$ cat config.mk
export PLATFORM = sky130hd
export DESIGN_NAME = pretick_timer
export DESIGN_NICKNAME = d
export VERILOG_FILES = /design/src/rtl/pretick_pkg.sv /design/src/rtl/pretick_ctrl.sv /design/src/rtl/pretick_dpath.sv /design/src/rtl/pretick_timer.sv
export SDC_FILE = /design/constraint.sdc
export NUM_CORES = 1
export LEC_CHECK = 0
export ABC_AREA = 1
export BUFFER_PORTS_ARGS = -buffer_cell sky130_fd_sc_hd__buf_4
export CORE_MARGIN = 1
export CORE_UTILIZATION = 55
export CTS_CLUSTER_SIZE = 14
export DETAILED_ROUTE_END_ITERATION = 10
export PLACE_DENSITY = 0.86
export SETUP_SLACK_MARGIN = 0.2
export SYNTH_ARGS = -nofsm -noshare
export SYNTH_HDL_FRONTEND = slang
export SYNTH_HIERARCHICAL = 1
export SYNTH_SLANG_ARGS = --single-unit
$ cat constraint.sdc
create_clock -name clk -period 2.28 [get_ports clk]
set_input_delay 0.57 -clock clk [delete_from_list [all_inputs] [get_ports clk]]
set_output_delay 0.57 -clock clk [all_outputs]
set_load 0.02 [all_outputs]
$ cat src/rtl/pretick_pkg.sv
package pretick_pkg;
  localparam int CNT_W       = 8;
  localparam int PS_STAGES   = 8;
  localparam int SEL_W       = $clog2(PS_STAGES);
  localparam int SYNC_STAGES = 2;
  localparam int BIT_SRC     = SEL_W;
  localparam int BIT_MODE    = SEL_W + 1;
  localparam int BIT_RUN     = SEL_W + 2;
  localparam int BIT_IEN     = SEL_W + 3;
  localparam int CTL_W       = SEL_W + 4;
  localparam logic ADDR_CTL  = 1'b0;
  localparam logic ADDR_CNT  = 1'b1;

  typedef struct packed {
    logic             cntTick;
    logic             preWr;
    logic             running;
    logic [CNT_W-1:0] wdata;
  } strobe_t;
endpackage

$ cat src/rtl/pretick_ctrl.sv
module pretick_ctrl
  import pretick_pkg::*;
(
  input  logic             clk,
  input  logic             rstN,
  input  logic             regWr,
  input  logic             regAddr,
  input  logic [CNT_W-1:0] regWdata,
  input  logic             rtcTick,
  input  logic             evtIn,
  input  logic             ovf,
  output strobe_t          strb,
  output logic [CNT_W-1:0] ctrlView,
  output logic             irqReq
);
  logic [CTL_W-1:0]     ctrlQ;
  logic                 flagQ;
  logic [PS_STAGES-1:0] prescQ;
  logic [PS_STAGES-1:0] prescMask;
  logic [SYNC_STAGES:0] syncQ;
  logic                 ctrlWr, run, modeEvt, srcTick, prescHit, evtRise, cntTick;

  assign ctrlWr  = regWr && (regAddr == ADDR_CTL);
  assign run     = ctrlQ[BIT_RUN];
  assign modeEvt = ctrlQ[BIT_MODE];
  assign srcTick = ctrlQ[BIT_SRC] ? rtcTick : 1'b1;

  always_ff @(posedge clk) begin
    if (!rstN) ctrlQ <= '0;
    else if (ctrlWr) ctrlQ <= regWdata[CTL_W-1:0];
  end

  always_ff @(posedge clk) begin
    if (!rstN) flagQ <= 1'b0;
    else if (ovf) flagQ <= 1'b1;
    else if (ctrlWr && !regWdata[CTL_W]) flagQ <= 1'b0;
  end

  always_comb begin
    for (int i = 0; i < PS_STAGES; i++)
      prescMask[i] = (i <= int'(ctrlQ[SEL_W-1:0]));
  end

  always_ff @(posedge clk) begin
    if (!rstN || !run || modeEvt) prescQ <= '0;
    else if (srcTick) prescQ <= prescQ + 1'b1;
  end

  assign prescHit = srcTick && ((prescQ & prescMask) == prescMask);

  always_ff @(posedge clk) begin
    if (!rstN) syncQ <= '0;
    else syncQ <= {syncQ[SYNC_STAGES-1:0], evtIn};
  end

  assign evtRise = syncQ[SYNC_STAGES-1] && !syncQ[SYNC_STAGES];
  assign cntTick = run && (modeEvt ? evtRise : prescHit);

  assign strb.cntTick = cntTick;
  assign strb.preWr   = regWr && (regAddr == ADDR_CNT);
  assign strb.running = run;
  assign strb.wdata   = regWdata;

  assign ctrlView = {flagQ, ctrlQ};
  assign irqReq   = flagQ && ctrlQ[BIT_IEN];

  // increments never occur on two consecutive edges
  p_tick_spaced_r2: assert property (@(posedge clk) disable iff (!rstN)
    cntTick && !ctrlWr |=> !cntTick);
  // a wrap sets the request flag
  p_flag_on_wrap_r6: assert property (@(posedge clk) disable iff (!rstN)
    ovf |=> flagQ);
  // clearing write without a coincident wrap clears the flag
  p_flag_clear_r10: assert property (@(posedge clk) disable iff (!rstN)
    ctrlWr && !regWdata[CTL_W] && !ovf |=> !flagQ);
endmodule

$ cat src/rtl/pretick_dpath.sv
module pretick_dpath
  import pretick_pkg::*;
(
  input  logic             clk,
  input  logic             rstN,
  input  strobe_t          strb,
  output logic [CNT_W-1:0] cntOut,
  output logic             ovf
);
  localparam logic [CNT_W-1:0] CNT_MAX = '1;

  logic [CNT_W-1:0] cntQ, preQ;

  assign ovf = strb.cntTick && (cntQ == CNT_MAX);

  always_ff @(posedge clk) begin
    if (!rstN) preQ <= '0;
    else if (strb.preWr) preQ <= strb.wdata;
  end

  always_ff @(posedge clk) begin
    if (!rstN) cntQ <= '0;
    else if (strb.preWr && !strb.running) cntQ <= strb.wdata;
    else if (ovf) cntQ <= preQ;
    else if (strb.cntTick) cntQ <= cntQ + 1'b1;
  end

  assign cntOut = cntQ;

  // wrap reloads the preload value held before the edge
  p_reload_on_wrap_r6: assert property (@(posedge clk) disable iff (!rstN)
    ovf |=> cntQ == $past(preQ));
  // stopped write lands in the counter
  p_stopped_load_r7: assert property (@(posedge clk) disable iff (!rstN)
    strb.preWr && !strb.running |=> cntQ == $past(strb.wdata));
  // running write without a tick leaves the counter alone
  p_run_write_hold_r8: assert property (@(posedge clk) disable iff (!rstN)
    strb.preWr && strb.running && !strb.cntTick |=> $stable(cntQ));
  // no tick and no write means no change
  p_idle_stable_r5: assert property (@(posedge clk) disable iff (!rstN)
    !strb.cntTick && !strb.preWr |=> $stable(cntQ));
endmodule

$ cat src/rtl/pretick_timer.sv
module pretick_timer
  import pretick_pkg::*;
(
  input  logic             clk,
  input  logic             rstN,
  input  logic             regWr,
  input  logic             regAddr,
  input  logic [CNT_W-1:0] regWdata,
  output logic [CNT_W-1:0] regRdata,
  input  logic             rtcTick,
  input  logic             evtIn,
  output logic             irqReq
);
  strobe_t          strb;
  logic [CNT_W-1:0] ctrlView, cntOut;
  logic             ovf;

  pretick_ctrl uCtrl (
    .clk(clk), .rstN(rstN), .regWr(regWr), .regAddr(regAddr), .regWdata(regWdata),
    .rtcTick(rtcTick), .evtIn(evtIn), .ovf(ovf), .strb(strb),
    .ctrlView(ctrlView), .irqReq(irqReq)
  );

  pretick_dpath uDpath (
    .clk(clk), .rstN(rstN), .strb(strb), .cntOut(cntOut), .ovf(ovf)
  );

  assign regRdata = (regAddr == ADDR_CNT) ? cntOut : ctrlView;
endmodule

Word-level counts from Yosys, hierarchy flattened
Cells that the tools add are included.
{"block": "totals", "reg_bits": 35, "latchBits": 0, "mem_bits_rw": 0, "mem_bits_ro": 0, "input_bits": 14, "out_inout_bits": 9, "elab_cells": 44, "memories": 0}
{"block": "op_classes", "add_sub_neg": 2, "mul": 0, "n_div": 0, "magnitude_cmp": 7, "eq_ne": 2, "shifts": 0, "mux": 8, "bitwise_logic": 2, "reduce_logical": 17}
{"operator": "$mux 8", "n": 4}
{"operator": "$add 8x1->8 const B", "n": 2}
{"operator": "$le 3x3->1 const A", "n": 4}
{"operator": "$logic_and 1x1->1", "n": 9}
{"operator": "$and 8x8->8", "n": 1}
{"operator": "$eq 8x8->1", "n": 1}
{"operator": "$eq 8x8->1 const B", "n": 1}
{"operator": "$le 2x3->1 const A", "n": 2}
{"operator": "$logic_not 1->1", "n": 4}
{"operator": "$mux 1", "n": 4}
{"operator": "$le 1x3->1 const A", "n": 1}
{"operator": "$reduce_bool 3->1", "n": 1}
{"operator": "$logic_or 1x1->1", "n": 2}
{"operator": "$reduce_bool 2->1", "n": 1}
{"operator": "$not 1->1", "n": 1}

Depth between registers and ports, before layout
{"block": "depth", "word_depth": 9, "ltp_mapped": 16, "depth_no_buf": 15}

Cells and area by module
The synthesis kept the hierarchy.
{"mod": "pretick_dpath", "instances": 1, "cells_per_inst": 148, "area_each_um2": 984.7, "seq_area_each_um2": 320.3}
{"mod": "pretick_ctrl", "instances": 1, "cells_per_inst": 129, "area_each_um2": 947.2, "seq_area_each_um2": 380.4}
{"mod": "pretick_timer", "instances": 1, "cells_per_inst": 26, "area_each_um2": 105.1, "seq_area_each_um2": 0.0}

Worst setup path before layout
No wires, ideal clock.
{"block": "synth_path", "kind": "input to register", "start": "in rtcTick", "end": "reg uDpath.cntQ[3], in the netlist uDpath/cntOut[3]", "setup_time_ns": 0.123, "arrival_ns": 1.574, "required_ns": 2.157, "slack_ns": 0.584, "path_stages": 14, "n_path_buf": 1, "path_cell_list": "inv_1 -> nand2_4 -> nand3_1 -> nor2_1 -> nand2_1 -> a21oi_2 -> buf_4 -> nand3_1 -> inv_2 -> nand2_4 -> clkinv_1 -> nand2_1 -> nand3_1 -> a21oi_1"}
{"block": "synth_between", "elab_chain_cells": 7, "word_cells_on_any_way": 8, "cone_classes": "4 x mux; 4 x reduce/logical"}
{"item": "start: declaration", "line": "pretick_timer.sv:10", "text": "input logic rtcTick,"}
{"item": "$mux 1 (*)", "line": "pretick_ctrl.sv:26", "text": "assign srcTick = ctrlQ[BIT_SRC] ? rtcTick : 1'b1;"}
{"item": "$logic_and 1x1->1 (*)", "line": "pretick_ctrl.sv:49", "text": "assign prescHit = srcTick && ((prescQ & prescMask) == prescMask);"}
{"item": "$mux 1 (*)", "line": "pretick_ctrl.sv:57", "text": "assign cntTick = run && (modeEvt ? evtRise : prescHit);"}
{"item": "$logic_and 1x1->1 (*)", "line": "pretick_ctrl.sv:57"}
{"item": "named net uCtrl.cntTick", "line": "pretick_ctrl.sv:21", "text": "logic ctrlWr, run, modeEvt, srcTick, prescHit, evtRise, cntTick;"}
{"item": "$logic_and 1x1->1", "line": "pretick_dpath.sv:14", "text": "assign ovf = strb.cntTick && (cntQ == CNT_MAX);"}
{"item": "$mux 8", "line": "pretick_dpath.sv:24", "text": "else if (ovf) cntQ <= preQ;"}
{"item": "$mux 8", "line": "pretick_dpath.sv:23", "text": "else if (strb.preWr && !strb.running) cntQ <= strb.wdata;"}
{"item": "end signal: assignment", "line": "pretick_dpath.sv:23"}
{"item": "end signal: assignment", "line": "pretick_dpath.sv:24"}
{"item": "end signal: assignment", "line": "pretick_dpath.sv:25", "text": "else if (strb.cntTick) cntQ <= cntQ + 1'b1;"}
{"item": "end: declaration", "line": "pretick_dpath.sv:12", "text": "logic [CNT_W-1:0] cntQ, preQ;"}
The timed path passes the listed nets; every way through them passes the cells marked *.
A chain may end at the register's enable or synchronous reset.

==> impl_metrics.json <==
{
  "dieArea_sq_um": 3950,
  "hold_buffers": 0,
  "fin_util_pct": 66.1,
  "synth.area.top_cells": "dfxtp_1 34%, nand2_1 12%, inv_1 9.4%, a21oi_1 5.9%, o21ai_0 5.2%",
  "min_path_type": "flop to flop",
  "drt_first_iter_violations": 107,
  "ys_types": 31,
  "post-route-period-util_pct": 78.5,
  "power_density_nw_per_um2": 619,
  "r2r_cells": 11,
  "clk_latency_ns": 0.30,
  "slew_violations": 0,
  "cts-root-buf": "clkbuf_8",
  "grt_max_degree": 22,
  "clockBufferDepth": 2,
  "io_buffers": 22,
  "drv_cap": 0,
  "rows": 21,
  "synth-async-reset-ratio_pct": 0,
  "slew_headroom_pct": 75.6,
  "critical_path_required_ns": 2.47,
  "rsz0062_at_grt": "no",
  "fin_setup_tns_ns": 0,
  "arrival_ns": 1.98,
  "critPathBufInv": 2,
  "timing_worst_setup_path_type": "flop to flop",
  "routedWlPerCell_microns": 12.2,
  "drive_above_1_share_pct": 17.6,
  "crit_cells": 11,
  "ys_seq_area_share_pct": 34.4,
  "place_congestion": 0.932,
  "synth_area_sq_um": 2040,
  "nets": 334,
  "avgSynthCellArea_sq_um": 6.72,
  "grt_pass1_vias": 1851,
  "mostFrequentLayoutCells": "63 x nand2_1, 51 x inv_1, 35 x dfxtp_1",
  "final-hold-violation-count": 0,
  "setup_viol_count_final": 0,
  "worst-path-max-fanout": 6,
  "crit_path_max_incr_delay_ns": 0.40,
  "fmax_mhz": 559,
  "ir_drop_mv": 0.382,
  "wirelength_mm": 4.47,
  "startpoint_type": "flop",
  "crit_slowest_cell": "dfxtp_1",
  "yosys_most_used_dff": "dfxtp_1",
  "total_power_mw": 1.41,
  "grt_pass1_wl_mm": 7.90,
  "synth_area_leader_cell": "dfxtp_1",
  "tritoncts": "done",
  "final_area_sq_um": 2270,
  "period_needed_ns": 1.79,
  "synth_cells": 303,
  "synth_top_area_share_pct": 34.4,
  "fp.dieH_microns": 62.9,
  "cts_resized": 0,
  "antenna_found_initial": 0,
  "post-cts-setup-buffers": 0,
  "coreArea_sq_um": 3440,
  "final_common_cell": "nand2_1",
  "yosys_warnings": 6,
  "cts_buffers": 5,
  "synth_seq_cells": 35,
  "start_util_pct": 59.2,
  "h-tree-depth": 2,
  "status": "finished, final reports clean",
  "track_usage_pct": 25.9,
  "route.detailed.drc": 0,
  "crit_chain": "inv_1 -> a21oi_1 -> nand3_1 -> nor2_1 -> nand2_1 -> a21oi_2 -> inv_1 -> nand2_2 -> o22ai_1 -> a21oi_1 -> nor2_1",
  "hold_depth": 2,
  "overflow": 0,
  "critPathCaptureType": "flop",
  "dpl_cell_area_sq_um": 2160,
  "drtAntennaViolNets": 0,
  "worstMarginPinSlew_ns": 0.365,
  "syn-num-nets": 319,
  "crit_family": "compound AO/OA/AOI/OAI gates",
  "static-leakage-power_nw": 1.08,
  "clkSinkCount": 35,
  "synth_edf_count": 0,
  "first_pass_iters": 4,
  "syn_to_final_growth_pct": 11.7,
  "vias": 1900,
  "place_hpwl_mm": 3.38,
  "io_pins": 23,
  "skew_ns": 0.0111,
  "diodes": 0,
  "vias_per_cell": 5.21,
  "clkSlewWorstSetupHoldPaths_ns": 0.08,
  "die_x_microns": 62.9
}
## layer usage
layer | track usage (%) | vias up | share of wire [%]
met5 | 0 | - | 0
li1 | - | 980 | -
met3 | 8.94 | 7 | 6.0
met1 | 29.1 | 852 | 44
met2 | 43.3 | 61 | 48
met4 | 12.5 | 0 | 1.8
## through the flow
step / hold WS, ns / instances / setup slack, ns
floorplan: 0.390 / 303 / 0.584
global placement: 0.393 / 357 / 0.373
detailed placement: 0.404 / 357 / 0.328
CTS: 0.421 / 365 / 0.500
global route: 0.460 / 365 / 0.335
finish: 0.416 / 365 / 0.490
## area by class of cell
type                            count  area, sq um
Inverter                           59          221
Timing Repair Buffer               23          173
Fill cell                         299         1170
Sequential cell                    35          701
Multi-Input combinational cell    194         1010
Clock buffer                        5         68.8
Clock inverter                      3         46.3
Tap cell                           46         57.6
## flip-flops by register name, summed over array words and instances, names as in the netlist
| register | flops |
|---|---|
| uCtrl/ctrlQ | 7 |
| uCtrl/prescQ | 8 |
| uCtrl/syncQ | 3 |
| uDpath/cntOut | 8 |
| uDpath/preQ | 8 |
| uCtrl/flagQ | 1 |
## report_power, final
part / leakage [nW] / internal, mW / switching [mW]
sequential: 0.286 / 0.639 / 0.0295
clock: 0.0548 / 0.329 / 0.241
combinational: 0.736 / 0.0658 / 0.103
## cell families (layout without fill, tap and decap cells)
family / after synthesis / after routing / synth area share, %
buffers and inverters: 74 / 90 / 16.2
AND/OR/NAND/NOR: 131 / 131 / 32.0
AO/OA/AOI/OAI: 61 / 61 / 16.2
flip-flops: 35 / 35 / 34.4
adder cells (fa/ha/maj): 2 / 2 / 1.23
## worst reg2reg max path, delay by kind of cell (launching register included)
kind                   cells  cell delay (ns)
AO/OA/AOI/OAI              4             0.57
AND/OR/NAND/NOR            5             0.47
flip-flops                 1             0.40
buffers and inverters      2             0.24
## Yosys cell counts, types with 2 or more instances
cell type / instances
nor2_1: 25
ha_1: 2
clkinv_1: 2
nor2_4: 5
buf_2: 2
dfxtp_1: 35
o21ai_1: 4
nand3_2: 4
buf_4: 11
a21oi_1: 24
nand2_4: 5
inv_1: 51
o21ai_0: 21
nand4_1: 5
nand3_1: 19
nor3_1: 2
o22ai_1: 5
inv_2: 6
nand2_1: 63
## final timing paths
path,to,start,slack [ns]
worst max-delay path,uDpath/cntOut[4]$_SDFFE_PN0P_,uCtrl/prescQ[0]$_SDFFE_PP0N_,0.49
worst min-delay path,uCtrl/syncQ[1]$_SDFF_PN0_,uCtrl/syncQ[0]$_SDFF_PN0_,0.42
worst max register to register,uDpath/cntOut[4]$_SDFFE_PN0P_,uCtrl/prescQ[0]$_SDFFE_PP0N_,0.49
worst min register to register,uCtrl/syncQ[1]$_SDFF_PN0_,uCtrl/syncQ[0]$_SDFF_PN0_,0.42
No activity file was read; power rests on OpenSTA's default activity.
